**config.mk**
```make
export PLATFORM = sky130hd
export DESIGN_NAME = cmd_line_engine
export DESIGN_NICKNAME = d
export VERILOG_FILES = /design/src/rtl/cmd_line_pkg.sv /design/src/rtl/cmd_line_dp.sv /design/src/rtl/cmd_line_ctrl.sv /design/src/rtl/cmd_line_engine.sv
export SDC_FILE = /design/constraint.sdc
export NUM_CORES = 1
export LEC_CHECK = 0
export BUFFER_PORTS_ARGS = -buffer_cell sky130_fd_sc_hd__buf_2
export CAP_MARGIN = 20
export CORE_UTILIZATION = 59
export CTS_CLUSTER_DIAMETER = 150
export DETAILED_ROUTE_END_ITERATION = 10
export PLACE_DENSITY_LB_ADDON = 0.15
export SLEW_MARGIN = 20
export SYNTH_ARGS = -nofsm -noshare
export SYNTH_HDL_FRONTEND = slang
export SYNTH_SLANG_ARGS = --single-unit
```
**constraint.sdc**
```tcl
create_clock -name clk -period 5.85 [get_ports clk]
set_clock_uncertainty 0.05 [all_clocks]
set_input_delay 0.2925 -clock clk [delete_from_list [all_inputs] [get_ports clk]]
set_output_delay 0.2925 -clock clk [all_outputs]
set_load 0.02 [all_outputs]
```
**src/rtl/cmd_line_pkg.sv**
```systemverilog
package cmd_line_pkg;

  localparam int CRC_W = 7;
  localparam logic [CRC_W-1:0] CRC_POLY = 7'h09;  // x^7 + x^3 + 1

  typedef enum logic [2:0] {
    ST_IDLE,
    ST_SEND,
    ST_WAIT,
    ST_RECV,
    ST_BUSY
  } phase_t;

  // strobes from control to datapath
  typedef struct packed {
    logic load;      // latch a new frame, clear reply and rx crc
    logic shiftOut;  // drive next frame bit
    logic idleLine;  // release the wire
    logic capture;   // shift cmdIn into the reply register
    logic crcEn;     // feed cmdIn into the rx crc
    logic clear;     // abort: release the wire
  } dp_ctl_t;

  function automatic logic [CRC_W-1:0] crc7Step(input logic [CRC_W-1:0] c, input logic b);
    logic fb;
    fb = b ^ c[CRC_W-1];
    return {c[CRC_W-2:0], 1'b0} ^ (fb ? CRC_POLY : {CRC_W{1'b0}});
  endfunction

endpackage

```
**src/rtl/cmd_line_dp.sv**
```systemverilog
module cmd_line_dp
  import cmd_line_pkg::*;
#(
  parameter int IDX_W  = 6,
  parameter int ARG_W  = 32,
  parameter int RESP_W = 136
) (
  input  logic              clk,
  input  logic              rstN,
  input  dp_ctl_t           ctl,
  input  logic [IDX_W-1:0]  cmdIndex,
  input  logic [ARG_W-1:0]  cmdArg,
  input  logic              cmdIn,
  output logic              cmdOut,
  output logic              cmdOe,
  output logic [RESP_W-1:0] respData,
  output logic              rxCrcZero
);

  localparam int MSG_W   = 2 + IDX_W + ARG_W;
  localparam int FRAME_W = MSG_W + CRC_W + 1;

  logic [MSG_W-1:0]   msg;
  logic [CRC_W-1:0]   txCrc;
  logic [FRAME_W-1:0] frameSr;
  logic [RESP_W-1:0]  respSr;
  logic [CRC_W-1:0]   crcRx;
  logic               cmdOutQ;
  logic               cmdOeQ;

  assign msg = {2'b01, cmdIndex, cmdArg};

  // unrolled CRC over the message, one stage per bit, MSB first
  for (genvar g = 0; g < MSG_W; g++) begin : gCrc
    logic [CRC_W-1:0] c;
    if (g == 0) begin : gFirst
      assign c = crc7Step({CRC_W{1'b0}}, msg[MSG_W-1]);
    end else begin : gNext
      assign c = crc7Step(gCrc[g-1].c, msg[MSG_W-1-g]);
    end
  end
  assign txCrc = gCrc[MSG_W-1].c;

  always_ff @(posedge clk) begin
    if (!rstN) begin
      frameSr <= '0;
      respSr  <= '0;
      crcRx   <= '0;
      cmdOutQ <= 1'b1;
      cmdOeQ  <= 1'b0;
    end else if (ctl.clear) begin
      cmdOutQ <= 1'b1;
      cmdOeQ  <= 1'b0;
    end else if (ctl.load) begin
      frameSr <= {msg, txCrc, 1'b1};
      respSr  <= '0;
      crcRx   <= '0;
    end else begin
      if (ctl.shiftOut) begin
        cmdOutQ <= frameSr[FRAME_W-1];
        cmdOeQ  <= 1'b1;
        frameSr <= {frameSr[FRAME_W-2:0], 1'b0};
      end
      if (ctl.idleLine) begin
        cmdOutQ <= 1'b1;
        cmdOeQ  <= 1'b0;
      end
      if (ctl.capture) respSr <= {respSr[RESP_W-2:0], cmdIn};
      if (ctl.crcEn)   crcRx  <= crc7Step(crcRx, cmdIn);
    end
  end

  assign cmdOut    = cmdOutQ;
  assign cmdOe     = cmdOeQ;
  assign respData  = respSr;
  assign rxCrcZero = (crcRx == '0);

endmodule

```
**src/rtl/cmd_line_ctrl.sv**
```systemverilog
module cmd_line_ctrl
  import cmd_line_pkg::*;
#(
  parameter int LEN_W        = 8,
  parameter int FRAME_W      = 48,
  parameter int RESP_TIMEOUT = 64
) (
  input  logic             clk,
  input  logic             rstN,
  input  logic             sdRise,
  input  logic             sdFall,
  input  logic             sampleOnFall,
  input  logic             softRst,
  input  logic             start,
  input  logic [LEN_W-1:0] respLenM1,
  input  logic             respNone,
  input  logic             crcFrom8,
  input  logic             skipCrc,
  input  logic             waitBusy,
  input  logic [2:0]       statusClr,
  input  logic             cmdIn,
  input  logic             dat0In,
  input  logic             rxCrcZero,
  output dp_ctl_t          ctl,
  output logic             busy,
  output logic             done,
  output logic             crcOk,
  output logic             timeout
);

  localparam int FCNT_W = $clog2(FRAME_W + 1);
  localparam int CNT_W  = (LEN_W > FCNT_W) ? LEN_W : FCNT_W;
  localparam int TO_W   = $clog2(RESP_TIMEOUT);

  phase_t           state, stateNxt;
  logic [CNT_W-1:0] bitCnt, bitCntNxt;
  logic [TO_W-1:0]  waitCnt, waitCntNxt;
  logic [LEN_W-1:0] lenQ;
  logic             noRespQ, from8Q, skipQ, busyWaitQ;
  logic             crcPendQ, crcPendNxt;
  logic             doneQ, crcOkQ, toQ;
  logic             sampleEn, capStep, finish, finishOk, toHit, accept;
  logic [CNT_W-1:0] lenExt, startIdx;

  assign sampleEn = sampleOnFall ? sdFall : sdRise;
  assign lenExt   = CNT_W'(lenQ);
  assign startIdx = from8Q ? CNT_W'(8) : '0;
  assign accept   = (state == ST_IDLE) && start && !softRst;

  always_comb begin
    ctl        = '0;
    stateNxt   = state;
    bitCntNxt  = bitCnt;
    waitCntNxt = waitCnt;
    crcPendNxt = crcPendQ;
    capStep    = 1'b0;
    finish     = 1'b0;
    finishOk   = crcPendQ;
    toHit      = 1'b0;
    unique case (state)
      ST_IDLE: begin
        if (start) begin
          ctl.load  = 1'b1;
          stateNxt  = ST_SEND;
          bitCntNxt = '0;
        end
      end
      ST_SEND: begin
        if (sdFall) begin
          if (bitCnt == CNT_W'(FRAME_W)) begin
            ctl.idleLine = 1'b1;
            bitCntNxt    = '0;
            if (noRespQ) begin
              finish   = 1'b1;
              finishOk = skipQ;
            end else begin
              stateNxt   = ST_WAIT;
              waitCntNxt = '0;
            end
          end else begin
            ctl.shiftOut = 1'b1;
            bitCntNxt    = bitCnt + 1'b1;
          end
        end
      end
      ST_WAIT: begin
        if (sampleEn) begin
          if (!cmdIn)                                  capStep    = 1'b1;
          else if (waitCnt == TO_W'(RESP_TIMEOUT - 1)) toHit      = 1'b1;
          else                                         waitCntNxt = waitCnt + 1'b1;
        end
      end
      ST_RECV: begin
        if (sampleEn) capStep = 1'b1;
      end
      ST_BUSY: begin
        if (sampleEn && dat0In) finish = 1'b1;
      end
      default: stateNxt = ST_IDLE;
    endcase

    if (capStep) begin
      ctl.capture = 1'b1;
      ctl.crcEn   = (bitCnt >= startIdx) && (bitCnt < lenExt);
      if (bitCnt == lenExt) begin
        crcPendNxt = skipQ | rxCrcZero;
        if (busyWaitQ) begin
          stateNxt = ST_BUSY;
        end else begin
          finish   = 1'b1;
          finishOk = skipQ | rxCrcZero;
        end
      end else begin
        stateNxt  = ST_RECV;
        bitCntNxt = bitCnt + 1'b1;
      end
    end

    if (finish || toHit) stateNxt = ST_IDLE;

    if (softRst) begin
      ctl       = '0;
      ctl.clear = 1'b1;
      stateNxt  = ST_IDLE;
      finish    = 1'b0;
      toHit     = 1'b0;
    end
  end

  always_ff @(posedge clk) begin
    if (!rstN) begin
      state     <= ST_IDLE;
      bitCnt    <= '0;
      waitCnt   <= '0;
      lenQ      <= '0;
      noRespQ   <= 1'b0;
      from8Q    <= 1'b0;
      skipQ     <= 1'b0;
      busyWaitQ <= 1'b0;
      crcPendQ  <= 1'b0;
      doneQ     <= 1'b0;
      crcOkQ    <= 1'b0;
      toQ       <= 1'b0;
    end else begin
      state    <= stateNxt;
      bitCnt   <= bitCntNxt;
      waitCnt  <= waitCntNxt;
      crcPendQ <= crcPendNxt;
      if (accept) begin
        lenQ      <= respLenM1;
        noRespQ   <= respNone;
        from8Q    <= crcFrom8;
        skipQ     <= skipCrc;
        busyWaitQ <= waitBusy;
      end
      if (finish) begin
        doneQ  <= 1'b1;
        crcOkQ <= finishOk;
      end else begin
        if (statusClr[0]) doneQ  <= 1'b0;
        if (statusClr[1]) crcOkQ <= 1'b0;
      end
      if (toHit)             toQ <= 1'b1;
      else if (statusClr[2]) toQ <= 1'b0;
    end
  end

  assign busy    = (state != ST_IDLE);
  assign done    = doneQ;
  assign crcOk   = crcOkQ;
  assign timeout = toQ;

endmodule

```
**src/rtl/cmd_line_engine.sv**
```systemverilog
module cmd_line_engine
  import cmd_line_pkg::*;
#(
  parameter int IDX_W        = 6,
  parameter int ARG_W        = 32,
  parameter int LEN_W        = 8,
  parameter int RESP_W       = 136,
  parameter int RESP_TIMEOUT = 64
) (
  input  logic              clk,
  input  logic              rstN,
  input  logic              sdRise,
  input  logic              sdFall,
  input  logic              sampleOnFall,
  input  logic              softRst,
  input  logic              start,
  input  logic [IDX_W-1:0]  cmdIndex,
  input  logic [ARG_W-1:0]  cmdArg,
  input  logic [LEN_W-1:0]  respLenM1,
  input  logic              respNone,
  input  logic              crcFrom8,
  input  logic              skipCrc,
  input  logic              waitBusy,
  input  logic [2:0]        statusClr,
  input  logic              cmdIn,
  input  logic              dat0In,
  output logic              cmdOut,
  output logic              cmdOe,
  output logic [RESP_W-1:0] respData,
  output logic              busy,
  output logic              done,
  output logic              crcOk,
  output logic              timeout
);

  localparam int FRAME_W = 2 + IDX_W + ARG_W + CRC_W + 1;

  dp_ctl_t ctl;
  logic    rxCrcZero;

  cmd_line_ctrl #(
    .LEN_W(LEN_W), .FRAME_W(FRAME_W), .RESP_TIMEOUT(RESP_TIMEOUT)
  ) uCtrl (
    .clk(clk), .rstN(rstN), .sdRise(sdRise), .sdFall(sdFall),
    .sampleOnFall(sampleOnFall), .softRst(softRst), .start(start),
    .respLenM1(respLenM1), .respNone(respNone), .crcFrom8(crcFrom8),
    .skipCrc(skipCrc), .waitBusy(waitBusy), .statusClr(statusClr),
    .cmdIn(cmdIn), .dat0In(dat0In), .rxCrcZero(rxCrcZero), .ctl(ctl),
    .busy(busy), .done(done), .crcOk(crcOk), .timeout(timeout)
  );

  cmd_line_dp #(
    .IDX_W(IDX_W), .ARG_W(ARG_W), .RESP_W(RESP_W)
  ) uDp (
    .clk(clk), .rstN(rstN), .ctl(ctl), .cmdIndex(cmdIndex), .cmdArg(cmdArg),
    .cmdIn(cmdIn), .cmdOut(cmdOut), .cmdOe(cmdOe), .respData(respData),
    .rxCrcZero(rxCrcZero)
  );

endmodule

```
==> results.yml, run 1 <==
setup_path:
  start_kind: "register"
  criticalPathCategory: "reg2reg"
  path_max_fanout: 105
  crit_path_frequent_cell: "buf_4"
  critPathCaptureType: "register"
  cp.required_ns: 6.17
  path_delay_family: "simple AND/OR/NAND/NOR gates"
  critPathBufInv: 2
  critPathSlowestCell: "nand2_4"
  cp.arrival_ns: 3.81
  max_stage_delay_ns: 0.92
  crit_chain: "nor4b_1 -> nand2b_2 -> buf_4 -> nand2_4 -> buf_4 -> a21oi_1"
synth:
  synth_top_family_by_area: "simple AND/OR/NAND/NOR gates"
  ys_types: 59
  ys.flop_type: "dfxtp_1"
  synth_compound_area_share_pct: 16.1
  syn_nets: 1229
  syn-cell-area_mm2: 0.00974
  yosysWarningCount: 0
  synth_seq_cells: 226
  synthTopCellsByArea: "dfxtp_1 46%, nand2_1 12%, a21oi_1 9.4%"
  synth_fa_ha_area_share_pct: 1.54
  synthSimpleGateAreaFrac_pct: 19.0
  synthArstFlopShare_pct: 0
  synthMuxAreaShare_pct: 4.76
  synth_most_common_cell: "nand2_1"
  synth_common_cells: "320 x nand2_1, 226 x dfxtp_1, 182 x a21oi_1"
  syn_avg_cell_area_um2: 8.43
  synth_seq_area_share_pct: 46.4
  syn_inst: 1155
  synth_edf_count: 0
  yosys.area.top_type: "dfxtp_1"
  synth_top_area_share_pct: 46.4
  synth_xor_xnor_area_share_pct: 8.40
floorplan:
  io_pins: 204
  die_area_mm2: 0.0170
  core_area_mm2: 0.0160
  fp.dieH_um: 130
  num_rows: 46
  die_x_um: 130
  start_util_pct: 60.9
cells_and_area:
  fin_area_mm2: 0.0117
  layout-drive-gt1-share_pct: 20.4
  utilization_pct: 73.2
  fill_cells: 1272
  multi_input_area_mm2: 0.00488
  syn_to_final_growth_pct: 20.3
  n_antenna_cell: 0
  fin_cells: 1561
  regArea_mm2: 0.00452
  nets: 1401
detailed_routing:
  dr.pass1.iters: 5
  vias: 8436
  viasPerCell: 5.40
  route.detailed.drc: 0
  wl_per_cell_um: 14.4
  totalWireLength_um: 22500
  detail-route-antenna-nets: 0
  drtIter0Drc: 637
sta:
  min_period_ns: 3.49
  finalHoldViolCount: 0
  tightest_slew_ns: 1.09
  setup-violations-final: 0
  setup_slack_ns: 2.36
  fmax_ghz: 0.287
  rsz0062_at_grt: "false"
  fin_setup_tns_ns: 0
  post-route-period-util_pct: 59.6
  final_max_slew_viol_count: 0
  max-slew-margin-rel_pct: 27.3
power:
  p_leak_nw: 4.65
  peakVddDrop_uv: 235
  powerDensity_mw_per_mm2: 314
clock_network:
  clk_latency_ns: 0.51
  post_cts_buffers: 0
  htree_levels: 1
  root_buffer: "clkbuf_16"
  clk_path_buf_depth: 3
  path_clk_slew_ns: 0.06
  cts_sinks: 226
  cts-buffers-inserted: 24
  cts_tree: "built"
  ctsHoldBuffers: 12
  post_cts_resized: 0
global_routing:
  grt_pass1_wl_um: 35300
  grt_use_total_pct: 25.5
  grt-ovfl-total: 0
  antenna_found_initial: 0
  grt_start_max_net_pins: 108
  first_global_vias: 7320
job:
  max_cap_violations: 0
place:
  io_buffers: 203
  dp_hpwl_um: 14300
  placed_cell_area_mm2: 0.0108
  pre_cts_ws_ns: 2.47
  placed_cells: 1505
  gp_congestion: 0.856
status:
  outcome: "finished clean"
worst_hold_path:
  min_path_type: "in2reg"
## metrics by stage
stage	total power, mW	hold slack, ns
after floorplan	2.07	0.378
after global placement	2.17	0.393
after detailed placement	2.17	0.396
after CTS	3.70	0.00686
after global routing	3.82	0.0145
final	3.67	0.0239
## final timing paths
path,from,end,slack [ns],cells past startpoint
setup / recovery,uCtrl.state[2],uDp.respData[133],2.36,6
hold / removal,waitBusy,uCtrl.busyWaitQ,0.02,3
setup reg to reg,uCtrl.state[2],uDp.respData[133],2.36,6
hold reg to reg,uDp.respData[135],uDp.respData[135],0.40,2
## final cells by class
class                      instances  share of cell area, %
inverter                          15                  0.481
clock buffer                      36                   5.95
multi-input combinational        838                   41.7
sequential                       226                   38.6
tap                              216                   2.31
clock inverter                     8                  0.822
timing repair buffer             222                   10.1
## power breakdown
group	total (mW)	switching (mW)	internal, mW	leakage (nW)
Clock	1.52	0.606	0.913	0.388
Combinational	0.553	0.261	0.292	2.44
Sequential	1.60	0.0221	1.58	1.83
## kinds of logic (layout without fill, tap and decap cells)
logic type	count (synthesis)	after routing
fa+ha+maj	12	12
buf+inv	91	281
flops	226	226
compound gates	276	276
simple gates	446	446
mux	46	46
xor+xnor	58	58
## layer usage
layer  vias up  GRT usage [%]  part of all wire [%]
li1       4256              -                     -
met1      3901           34.5                    46
met2       235           41.5                    46
met3        44           4.93                   5.8
met4         0           7.23                   2.5
met5         -              0                     0
## placed cells by master (no fill, tap or decap), types with 3 or more instances in the layout
cell / count
o21ai_0: 23
o21a_1: 5
a211oi_1: 45
clkbuf_1: 8
clkinv_2: 4
xnor2_1: 30
nor2b_1: 7
clkbuf_8: 3
xnor3_1: 9
ha_1: 12
mux2i_1: 43
nand2_1: 319
buf_4: 7
nor3_1: 3
xnor3_2: 6
nand4_1: 6
nor2_1: 59
dlygate4sd3_1: 12
buf_2: 203
nand3_1: 13
and2_1: 4
inv_1: 14
or3_1: 3
xor2_1: 6
and3_1: 6
nand3b_1: 3
or2_2: 3
clkbuf_16: 25
nand2b_1: 3
dfxtp_1: 226
a31oi_1: 3
mux2_2: 3
a21oi_1: 182
## worst reg2reg max path: stages, from the launching register on
cell and delay [ns]:
dfxtp_1 0.40, nor4b_1 0.77, nand2b_2 0.10, buf_4 0.38, nand2_4 1.01, buf_4 0.55
a21oi_1 0.09
## registers in the layout (all words and copies together), names as in the netlist
signal,count
uCtrl.bitCnt,8
uCtrl.busyWaitQ,1
uCtrl.crcOk,1
uCtrl.crcPendQ,1
uCtrl.done,1
uCtrl.from8Q,1
uCtrl.lenExt,8
uCtrl.noRespQ,1
uCtrl.skipQ,1
uCtrl.state,3
uCtrl.timeout,1
uCtrl.waitCnt,6
uDp.cmdOe,1
uDp.cmdOut,1
uDp.crcRx,7
uDp.frameSr,48
uDp.respData,136
No activity file was read; power rests on OpenSTA's default activity.
==> inputs of run 2 (changes only) <==
--- a/config.mk
+++ b/config.mk
@@ -5,9 +5,10 @@
 export SDC_FILE = /design/constraint.sdc
 export NUM_CORES = 1
 export LEC_CHECK = 0
+export ABC_AREA = 1
 export BUFFER_PORTS_ARGS = -buffer_cell sky130_fd_sc_hd__buf_2
 export CAP_MARGIN = 20
-export CORE_UTILIZATION = 59
+export CORE_UTILIZATION = 50
 export CTS_CLUSTER_DIAMETER = 150
 export DETAILED_ROUTE_END_ITERATION = 10
 export PLACE_DENSITY_LB_ADDON = 0.15
==> constraint.sdc (replaced) <==
create_clock -name clk -period 3.2 [get_ports clk]
set_clock_uncertainty 0.05 [all_clocks]
set_input_delay 0.16 -clock clk [delete_from_list [all_inputs] [get_ports clk]]
set_output_delay 0.16 -clock clk [all_outputs]
set_load 0.02 [all_outputs]
==> run 2 against run 1 <==
Compared with the run above: wire length rose by 10%; sequential share of layout area decreased by 2.2 points; count of clock-buffer cells in the layout shrank 5; first-iteration DRC count down 7.5%; cell count is 16% higher; combinational power rose to 2.5 times the previous value; final area rose by 6.1%; critical endpoint is now uDp.frameSr[6]; largest power group unchanged.
==> results.yml, run 2 <==
detailed_routing:
  detail-route-antenna-nets: 0
  vias: 9567
  dr.pass1.iters: 5
  route.detailed.drc: 0
  totalWireLength_um: 24700
  viasPerCell: 5.27
  wl_per_cell_um: 13.6
  drtIter0Drc: 589
status:
  outcome: "finished clean"
clock_network:
  cts_tree: "built"
  path_clk_slew_ns: 0.06
  clk_latency_ns: 0.51
  root_buffer: "clkbuf_16"
  post_cts_buffers: 0
  cts-buffers-inserted: 24
  htree_levels: 1
  clk_path_buf_depth: 3
  cts_sinks: 226
setup_path:
  path_max_fanout: 5
  cp.arrival_ns: 2.78
  critPathCaptureType: "register"
  r2r_setup_slack_ns: 0.86
  criticalPathCategory: "in2reg"
  start_kind: "input pin"
  reg2reg_depth: 12
  cp.required_ns: 3.52
place:
  placed_cells: 1756
  gp_congestion: 0.906
  io_buffers: 203
  dp_hpwl_um: 16900
power:
  p_leak_nw: 5.68
  powerDensity_mw_per_mm2: 588
  peakVddDrop_uv: 351
sta:
  hold_ws_ns: 0.0250
  setup-violations-final: 0
  fin_setup_tns_ns: 0
  max-slew-margin-rel_pct: 47.5
  finalHoldViolCount: 0
  rsz0062_at_grt: "false"
  tightest_slew_ns: 0.787
  fmax_ghz: 0.405
  min_period_ns: 2.47
  final_max_slew_viol_count: 0
  post-route-period-util_pct: 77.1
synth:
  synth_edf_count: 0
  synth_top_area_share_pct: 44.4
  synth_fa_ha_area_share_pct: 1.47
  syn_nets: 1424
  synthArstFlopShare_pct: 0
  syn_inst: 1350
  yosys.area.top_type: "dfxtp_1"
  synth_most_common_cell: "inv_1"
  synth_top_family_by_area: "compound AO/OA/AOI/OAI gates"
  synth_seq_cells: 226
  yosysWarningCount: 0
  synth_common_cells: "246 x inv_1, 227 x nand2_1, 226 x dfxtp_1"
  synthSimpleGateAreaFrac_pct: 19.7
  synth_xor_xnor_area_share_pct: 0.602
  synthMuxAreaShare_pct: 0
  ys_types: 34
  synthTopCellsByArea: "dfxtp_1 44%, a221oi_1 12%, inv_1 9.1%"
  syn-cell-area_mm2: 0.0102
  synth_compound_area_share_pct: 21.5
  syn_avg_cell_area_um2: 7.54
  ys.flop_type: "dfxtp_1"
  synth_seq_area_share_pct: 44.4
global_routing:
  grt_start_max_net_pins: 138
  grt_use_total_pct: 23.2
  first_global_vias: 8568
  antenna_found_initial: 0
  grt-ovfl-total: 0
  grt_pass1_wl_um: 40000
worst_hold_path:
  whs_path_depth: 3
  min_path_type: "in2reg"
floorplan:
  core_area_mm2: 0.0197
  num_rows: 51
  fp.dieH_um: 145
  die_area_mm2: 0.0209
  die_x_um: 145
  start_util_pct: 51.6
  io_pins: 204
cells_and_area:
  final_common_cell: "inv_1"
  nets: 1610
  layout-drive-gt1-share_pct: 20.3
  syn_to_final_growth_pct: 22.1
  mostFrequentLayoutCells: "244 x inv_1, 226 x nand2_1, 226 x dfxtp_1, 203 x buf_2, 139 x a221oi_1"
  n_antenna_cell: 0
  largest_reg_flops: 136
  fin_cells: 1817
  utilization_pct: 63.1
job:
  max_cap_violations: 0
==> run 2: cell types whose count changed in the layout (fill, tap and decap cells not counted), sizes merged, moves of 17 or more <==
cell | previous run | this run
inv | 16 | 259
a221oi | 1 | 139
a21oi | 182 | 76
nand2 | 320 | 255
nand3 | 13 | 74
nor2 | 61 | 121
mux2i | 43 | 0
xnor2 | 31 | 3
xnor3 | 17 | 0
==> run 2: metrics by stage <==
step | worst slack (ns) | power (mW) | instance area (µm²)
after floorplan | 1.14 | 4.13 | 10200
after global placement | 0.761 | 4.48 | 11400
after detailed placement | 0.773 | 4.50 | 11400
after CTS | 0.730 | 7.38 | 12400
after global routing | 0.371 | 7.70 | 12400
final | 0.733 | 7.31 | 12400
==> run 2: path summary, 6_finish.rpt <==
kind	from	endpoint
worst min register to register	uDp.frameSr[46]	uDp.frameSr[47]
worst min-delay path	rstN	uDp.frameSr[4]
worst max-delay path	cmdIndex[5]	uDp.frameSr[6]
worst max register to register	uCtrl.bitCnt[7]	uCtrl.bitCnt[3]
==> run 2: what timing repair did <==
item                                   4_1_cts  5_1_grt
hold buffers                                19        0
gates resized for setup                      0        0
endpoints found under the hold margin       23        0
setup endpoints to repair                    0        0
==> run 2: area by class of cell <==
| cell class | instances | area, µm² |
|---|---|---|
| tap | 265 | 332 |
| clock inverter | 11 | 144 |
| fill | 1807 | 7280 |
| timing repair buffer | 234 | 1360 |
| multi-input combinational | 790 | 4420 |
| clock buffer | 31 | 677 |
| inverter | 260 | 976 |
| sequential | 226 | 4520 |
==> run 2: layer usage <==
| metal | wire, µm | vias to the layer above | GRT usage, % |
|---|---|---|---|
| met4 | 439 | 0 | 6.20 |
| met2 | 11300 | 244 | 37.7 |
| met1 | 11700 | 4402 | 32.1 |
| li1 | - | 4886 | - |
| met5 | 0 | - | 0 |
| met3 | 1300 | 35 | 3.16 |
==> run 2: power breakdown <==
part	leakage [nW]	switching [mW]	internal, mW	total, mW
combinational	3.42	0.919	0.472	1.39
clock	0.407	1.12	1.73	2.85
sequential	1.85	0.0842	2.99	3.07
==> run 2: cells by family after synthesis <==
kind of cell	Yosys count
buffers and inverters	334
and+or+nand+nor	467
AOI/OAI and AO/OA	304
DFF	226
xor gates and xnor gates	7
adders and majority gates	12
==> run 2: critical path, cell delays in order <==
cell and delay [ns]:
dlygate4sd3_1 0.55, buf_2 0.16, nand2_1 0.10, clkinv_1 0.08, nor2_2 0.09, nand2_2 0.10, nand2_4 0.09, nand2_2 0.05
nand2_1 0.05, nand2_1 0.08, nand2_2 0.08, nand3_1 0.11, nand2_2 0.10, nand3_1 0.12, nand2_2 0.11, inv_1 0.04
nand2_1 0.08, nand2_1 0.07, nand2_1 0.08, nand2_1 0.09, nand2_1 0.09, nand2_1 0.07, nand2_1 0.06, nand3_1 0.06
nand2_1 0.06, a21oi_1 0.05
